<file path="config.mk">
export PLATFORM = sky130hd
export DESIGN_NAME = strap_latch
export DESIGN_NICKNAME = d
export VERILOG_FILES = /design/src/rtl/strap_pkg.sv /design/src/rtl/strap_seq.sv /design/src/rtl/strap_bank.sv /design/src/rtl/freq_code_sel.sv /design/src/rtl/strap_latch.sv
export SDC_FILE = /design/constraint.sdc
export NUM_CORES = 1
export LEC_CHECK = 0
export BUFFER_PORTS_ARGS = -buffer_cell sky130_fd_sc_hd__clkbuf_2
export CAP_MARGIN = 25
export CORE_MARGIN = 4
export CORE_UTILIZATION = 25
export DETAILED_ROUTE_END_ITERATION = 7
export MAX_ROUTING_LAYER = met4
export SYNTH_ARGS = -nofsm -noshare
export SYNTH_HDL_FRONTEND = slang
export SYNTH_SLANG_ARGS = --single-unit
</file>
<file path="constraint.sdc">
create_clock -name clk -period 1.7 [get_ports clk]
set_clock_uncertainty 0.1 [all_clocks]
set_input_delay 0.34 -clock clk [delete_from_list [all_inputs] [get_ports clk]]
set_output_delay 0.34 -clock clk [all_outputs]
set_load 0.1 [all_outputs]
</file>
<file path="src/rtl/strap_pkg.sv">
package strap_pkg;

    typedef enum logic [1:0] {
        ST_CAPTURE = 2'd0,
        ST_TURN    = 2'd1,
        ST_RUN     = 2'd2
    } seq_state_t;

    // control byte field positions
    localparam int CFG_HIZ    = 0;
    localparam int CFG_SPREAD = 1;
    localparam int CFG_EXT    = 2;
    localparam int CFG_MODE   = 3;
    localparam int CFG_CODE_L = 4;
    localparam int CFG_CODE_H = 7;

    localparam int FS_W    = 4;
    localparam int STRAP_W = FS_W + 1;
    localparam int AUX_BIT = FS_W;

    typedef struct packed {
        logic             spread;
        logic             ext;
        logic [FS_W-1:0]  sel;
    } freq_word_t;

endpackage

</file>
<file path="src/rtl/strap_seq.sv">
module strap_seq
    import strap_pkg::*;
#(
    parameter int TURN_CYC = 4
) (
    input  logic       clk,
    input  logic       por_n,
    output seq_state_t state,
    output logic       run_o
);

    localparam int CNT_W = (TURN_CYC > 1) ? $clog2(TURN_CYC) : 1;
    localparam logic [CNT_W-1:0] CNT_LAST = CNT_W'(TURN_CYC - 1);

    seq_state_t       nxt;
    logic [CNT_W-1:0] cnt, cnt_nxt;

    always_ff @(posedge clk) begin
        if (!por_n) begin
            state <= ST_CAPTURE;
            cnt   <= '0;
        end else begin
            state <= nxt;
            cnt   <= cnt_nxt;
        end
    end

    always_comb begin
        nxt     = state;
        cnt_nxt = cnt;
        unique case (state)
            ST_CAPTURE: begin
                nxt     = ST_TURN;
                cnt_nxt = '0;
            end
            ST_TURN: begin
                if (cnt == CNT_LAST) nxt = ST_RUN;
                else                 cnt_nxt = cnt + 1'b1;
            end
            ST_RUN: nxt = ST_RUN;
            default: nxt = ST_CAPTURE;
        endcase
    end

    always_comb begin
        unique case (state)
            ST_RUN:  run_o = 1'b1;
            default: run_o = 1'b0;
        endcase
    end

    // first edge with reset high moves to the turnaround state
    assert_enter_turn_R4: assert property (@(posedge clk) disable iff (!por_n)
        $rose(por_n) |=> (state == ST_TURN));

    // once driving, only a reset leaves RUN
    assert_run_sticky_R4: assert property (@(posedge clk) disable iff (!por_n)
        (state == ST_RUN) |=> (state == ST_RUN));

endmodule

</file>
<file path="src/rtl/strap_bank.sv">
module strap_bank #(
    parameter int W = 5
) (
    input  logic         clk,
    input  logic         por_n,
    input  logic [W-1:0] pad_in,
    output logic [W-1:0] strap_q
);

    for (genvar i = 0; i < W; i++) begin : g_bit
        always_ff @(posedge clk) begin
            if (!por_n) strap_q[i] <= pad_in[i];
        end
    end

    // value held after release is the last sample taken in reset
    assert_last_sample_R1: assert property (@(posedge clk) disable iff (!por_n)
        $rose(por_n) |-> (strap_q == $past(pad_in)));

    // frozen while reset stays released
    assert_frozen_R2: assert property (@(posedge clk) disable iff (!por_n)
        $past(por_n) |-> $stable(strap_q));

endmodule

</file>
<file path="src/rtl/freq_code_sel.sv">
module freq_code_sel
    import strap_pkg::*;
(
    input  logic            clk,
    input  logic            por_n,
    input  logic [FS_W-1:0] strap_fs,
    input  logic [7:0]      cfg_byte,
    output freq_word_t      word_q
);

    freq_word_t word_d;

    always_comb begin
        word_d.spread = cfg_byte[CFG_SPREAD];
        if (cfg_byte[CFG_MODE]) begin
            word_d.ext = cfg_byte[CFG_EXT];
            word_d.sel = cfg_byte[CFG_CODE_H:CFG_CODE_L];
        end else begin
            word_d.ext = 1'b0;
            word_d.sel = strap_fs;
        end
    end

    always_ff @(posedge clk) word_q <= word_d;

    // software source
    assert_sw_code_R7: assert property (@(posedge clk) disable iff (!por_n)
        $past(cfg_byte[CFG_MODE]) |->
            (word_q.sel == $past(cfg_byte[CFG_CODE_H:CFG_CODE_L])) &&
            (word_q.ext == $past(cfg_byte[CFG_EXT])));

    // strap source
    assert_strap_code_R6: assert property (@(posedge clk) disable iff (!por_n)
        !$past(cfg_byte[CFG_MODE]) |->
            (word_q.sel == $past(strap_fs)) && !word_q.ext);

    // spread follows its bit one edge later
    assert_spread_R9: assert property (@(posedge clk) disable iff (!por_n)
        1'b1 |=> (word_q.spread == $past(cfg_byte[CFG_SPREAD])));

endmodule

</file>
<file path="src/rtl/strap_latch.sv">
module strap_latch
    import strap_pkg::*;
#(
    parameter int TURN_CYC = 4
) (
    input  logic               clk,
    input  logic               por_n,
    input  logic [STRAP_W-1:0] pad_in,
    input  logic [7:0]         cfg_byte,
    output logic [STRAP_W-1:0] pad_oe,
    output logic               drv_en,
    output logic [STRAP_W-1:0] strap_rb,
    output logic               aux_24m,
    output logic [FS_W-1:0]    freq_sel,
    output logic               freq_ext,
    output logic               spread_on
);

    seq_state_t          state;
    logic                run;
    logic [STRAP_W-1:0]  strap_q;
    freq_word_t          word_q;

    strap_seq #(.TURN_CYC(TURN_CYC)) u_seq (
        .clk   (clk),
        .por_n (por_n),
        .state (state),
        .run_o (run)
    );

    strap_bank #(.W(STRAP_W)) u_bank (
        .clk     (clk),
        .por_n   (por_n),
        .pad_in  (pad_in),
        .strap_q (strap_q)
    );

    freq_code_sel u_code (
        .clk      (clk),
        .por_n    (por_n),
        .strap_fs (strap_q[FS_W-1:0]),
        .cfg_byte (cfg_byte),
        .word_q   (word_q)
    );

    assign drv_en    = ~cfg_byte[CFG_HIZ];
    assign pad_oe    = {STRAP_W{run & drv_en}};
    assign strap_rb  = ~strap_q;
    assign aux_24m   = strap_q[AUX_BIT];
    assign freq_sel  = word_q.sel;
    assign freq_ext  = word_q.ext;
    assign spread_on = word_q.spread;

    // pads stay undriven right after release
    assert_oe_after_release_R4: assert property (@(posedge clk) disable iff (!por_n)
        $rose(por_n) |=> (pad_oe == '0));

    // tristate request wins over the sequencer
    assert_hiz_R10: assert property (@(posedge clk) disable iff (!por_n)
        cfg_byte[CFG_HIZ] |-> (pad_oe == '0) && !drv_en);

    // pads are driven only in RUN
    assert_oe_run_only_R11: assert property (@(posedge clk) disable iff (!por_n)
        (pad_oe != '0) |-> (state == ST_RUN));

endmodule

</file>
==> impl_metrics.yaml <==
routing:
  routed_wl_mm: 1.22
  dr.pass1.iters: 4
  vias_per_cell: 3.90
  final_antenna_net_count: 0
  vias: 460
  post_drt_wl_per_cell_um: 10.3
  drc: 0
  drt_iter0_markers: 12
clock_tree:
  cts_tree: "built"
  htreeDepth: 1
  cts.clk_slew.worst_paths_ns: 0.09
  clkLatencyLatePin_ns: 0.28
  cts_root_buffer: "clkbuf_4"
  cts.sinks: 15
  numCtsBuffers: 3
  cts_max_path_buffers: 2
  cts_hold_buffers: 0
yosys:
  synth_edf_count: 5
  synthDominantCellAreaShare: 0.324
  ys_top_cells_by_count: "dfxtp_1 (10), inv_1 (9), nand2_1 (6), edfxtp_1 (5), ha_1 (5)"
  synth_most_common_cell: "dfxtp_1"
  synthCells: 56
  yosysSeqAreaShare: 0.567
  synth.net_count: 76
  synth_area_sq_um: 618
  synth_largest_area_cell: "dfxtp_1"
  yosys_warnings: 0
  synth-seq-cells: 15
  ys_types: 15
  synthArstFlopShare: 0
  avgSynthCellArea_sq_um: 11.0
  ys.flop_type: "dfxtp_1"
  synth_area_leaders: "dfxtp_1 (32%), edfxtp_1 (24%), ha_1 (10%)"
cells_and_area:
  fillers: 238
  area_growth_pct: 55.7
  seq_area_sq_um: 353
  n_antenna_cell: 0
  final_cells: 118
  multi_input_area_sq_um: 224
  drive_gt1_frac: 0.489
  nNetsFinal: 111
global_routing:
  antenna_found_initial: 0
  grt_util_met3: 0.0401
  grt_max_degree: 10
  grt-ovfl-total: 0
  global_route.usage.met2: 0.152
  grt_pass1_wl_mm: 2.02
  track_usage: 0.0819
  first_global_vias: 495
  grt.busiest_layer: "met2"
  grt_use_met1: 0.0742
critical_path:
  rrSetupSlack_ns: 0.44
  path_class: "register to output port"
  cp-start-kind: "register"
  required_ns: 1.26
  worstPathArrival_ns: 1.25
  cp_max_fo: 5
  end_kind: "output port"
floorplanning:
  ios: 33
  num_rows: 17
  dieArea_sq_mm: 0.00333
  die_x_um: 57.7
  die_h_um: 57.7
  initial_core_util: 0.272
  core_sq_mm: 0.00228
run_status:
  status: "complete, no violations"
timing:
  min_period_over_period: 0.997
  worst_slack_ns: 0.00533
  max_freq_mhz: 590
  finalHoldViolCount: 0
  setup-violations-final: 0
  period_needed_ns: 1.69
  fin_setup_tns_ns: 0
  slew_headroom: 0.641
  rsz0062_at_grt: "yes"
  worst_slew_pin_slew_ns: 0.540
  slew_viol_final: 0
placement:
  io_buffers: 32
  dpl.cell_count: 112
  gp_congestion: 0.659
  dp_slack_ns: 0.205
hold_path:
  hold_class: "input port to register"
pwr:
  max-vdd-ir-drop_v: 0.000619
  p_leak_nw: 0.470
  pwr_density_cell_mw_per_mm2: 1360
  fin_total_pwr_mw: 1.31
run:
  max_cap_viol_count: 0
==> worst max-delay path: stages (launching register included) <==
cell and delay, ns:
dfxtp_2 0.33, inv_2 0.07, ha_4 0.11, nor2b_4 0.15
buf_12 0.14, buf_12 0.17
==> where the power goes <==
group,internal (mW),switching (mW)
logic,0.218,0.440
clock network,0.0910,0.109
registers,0.423,0.0256
==> cells in the final DEF, fill, tap and decap left out, types with 2 or more instances in the layout <==
master,synthesis,layout
buf_12,0,7
dfxtp_2,0,2
clkbuf_2,0,21
nor2_1,3,3
clkbuf_4,0,3
o21ai_0,4,4
ha_1,5,4
buf_4,4,6
dfxtp_1,10,8
edfxtp_1,5,5
mux2i_1,4,4
nand2_1,6,6
inv_1,9,8
==> cell type report <==
class                      instances  share of cell area
tap                               28              0.0364
timing repair buffer              34               0.302
sequential                        15               0.367
clock buffer                       4              0.0273
inverter                           9              0.0351
multi-input combinational         28               0.233
==> sequential cells by signal, indices dropped and copies added, names as in the netlist <==
signal          flops
u_code.word_q       6
u_bank.strap_q      5
u_seq.cnt           2
u_seq.state         2
==> stage by stage <==
step / cell area (sq um) / hold slack [ns] / util
after floorplan: 678 / 0.268 / -
after global placement: 908 / 0.346 / 0.399
after detailed placement: 908 / 0.346 / 0.399
after CTS: 962 / 0.0407 / 0.423
after global routing: 962 / 0.0386 / 0.423
final: 962 / 0.0546 / 0.423
==> kinds of logic after synthesis <==
| logic type | synth area share |
|---|---|
| buf+inv | 0.103 |
| flops | 0.567 |
| simple gates | 0.117 |
| mux | 0.0648 |
| fa+ha+maj | 0.101 |
| compound gates | 0.0466 |
==> metal layers <==
metal  routed length, um  vias to the layer above
met5                   0                        -
met4                   4                        0
met3                 123                        2
met2                 669                       20
met1                 419                      198
li1                    -                      240
==> final timing paths <==
kind | start | end | cells after the start
min | cfg_byte[1] | u_code.word_q[5] | 1
max reg2reg | u_seq.state[0] | u_seq.state[0] | 5
max | u_seq.state[0] | pad_oe[1] | 5
min reg2reg | u_seq.cnt[1] | u_seq.cnt[1] | 2
==> what timing repair did <==
item	in CTS	in global routing
resized for setup	0	0
setup buffers	2	0
setup endpoints to repair	5	5
cloned	0	0
Power figures use the tool's default switching activity.
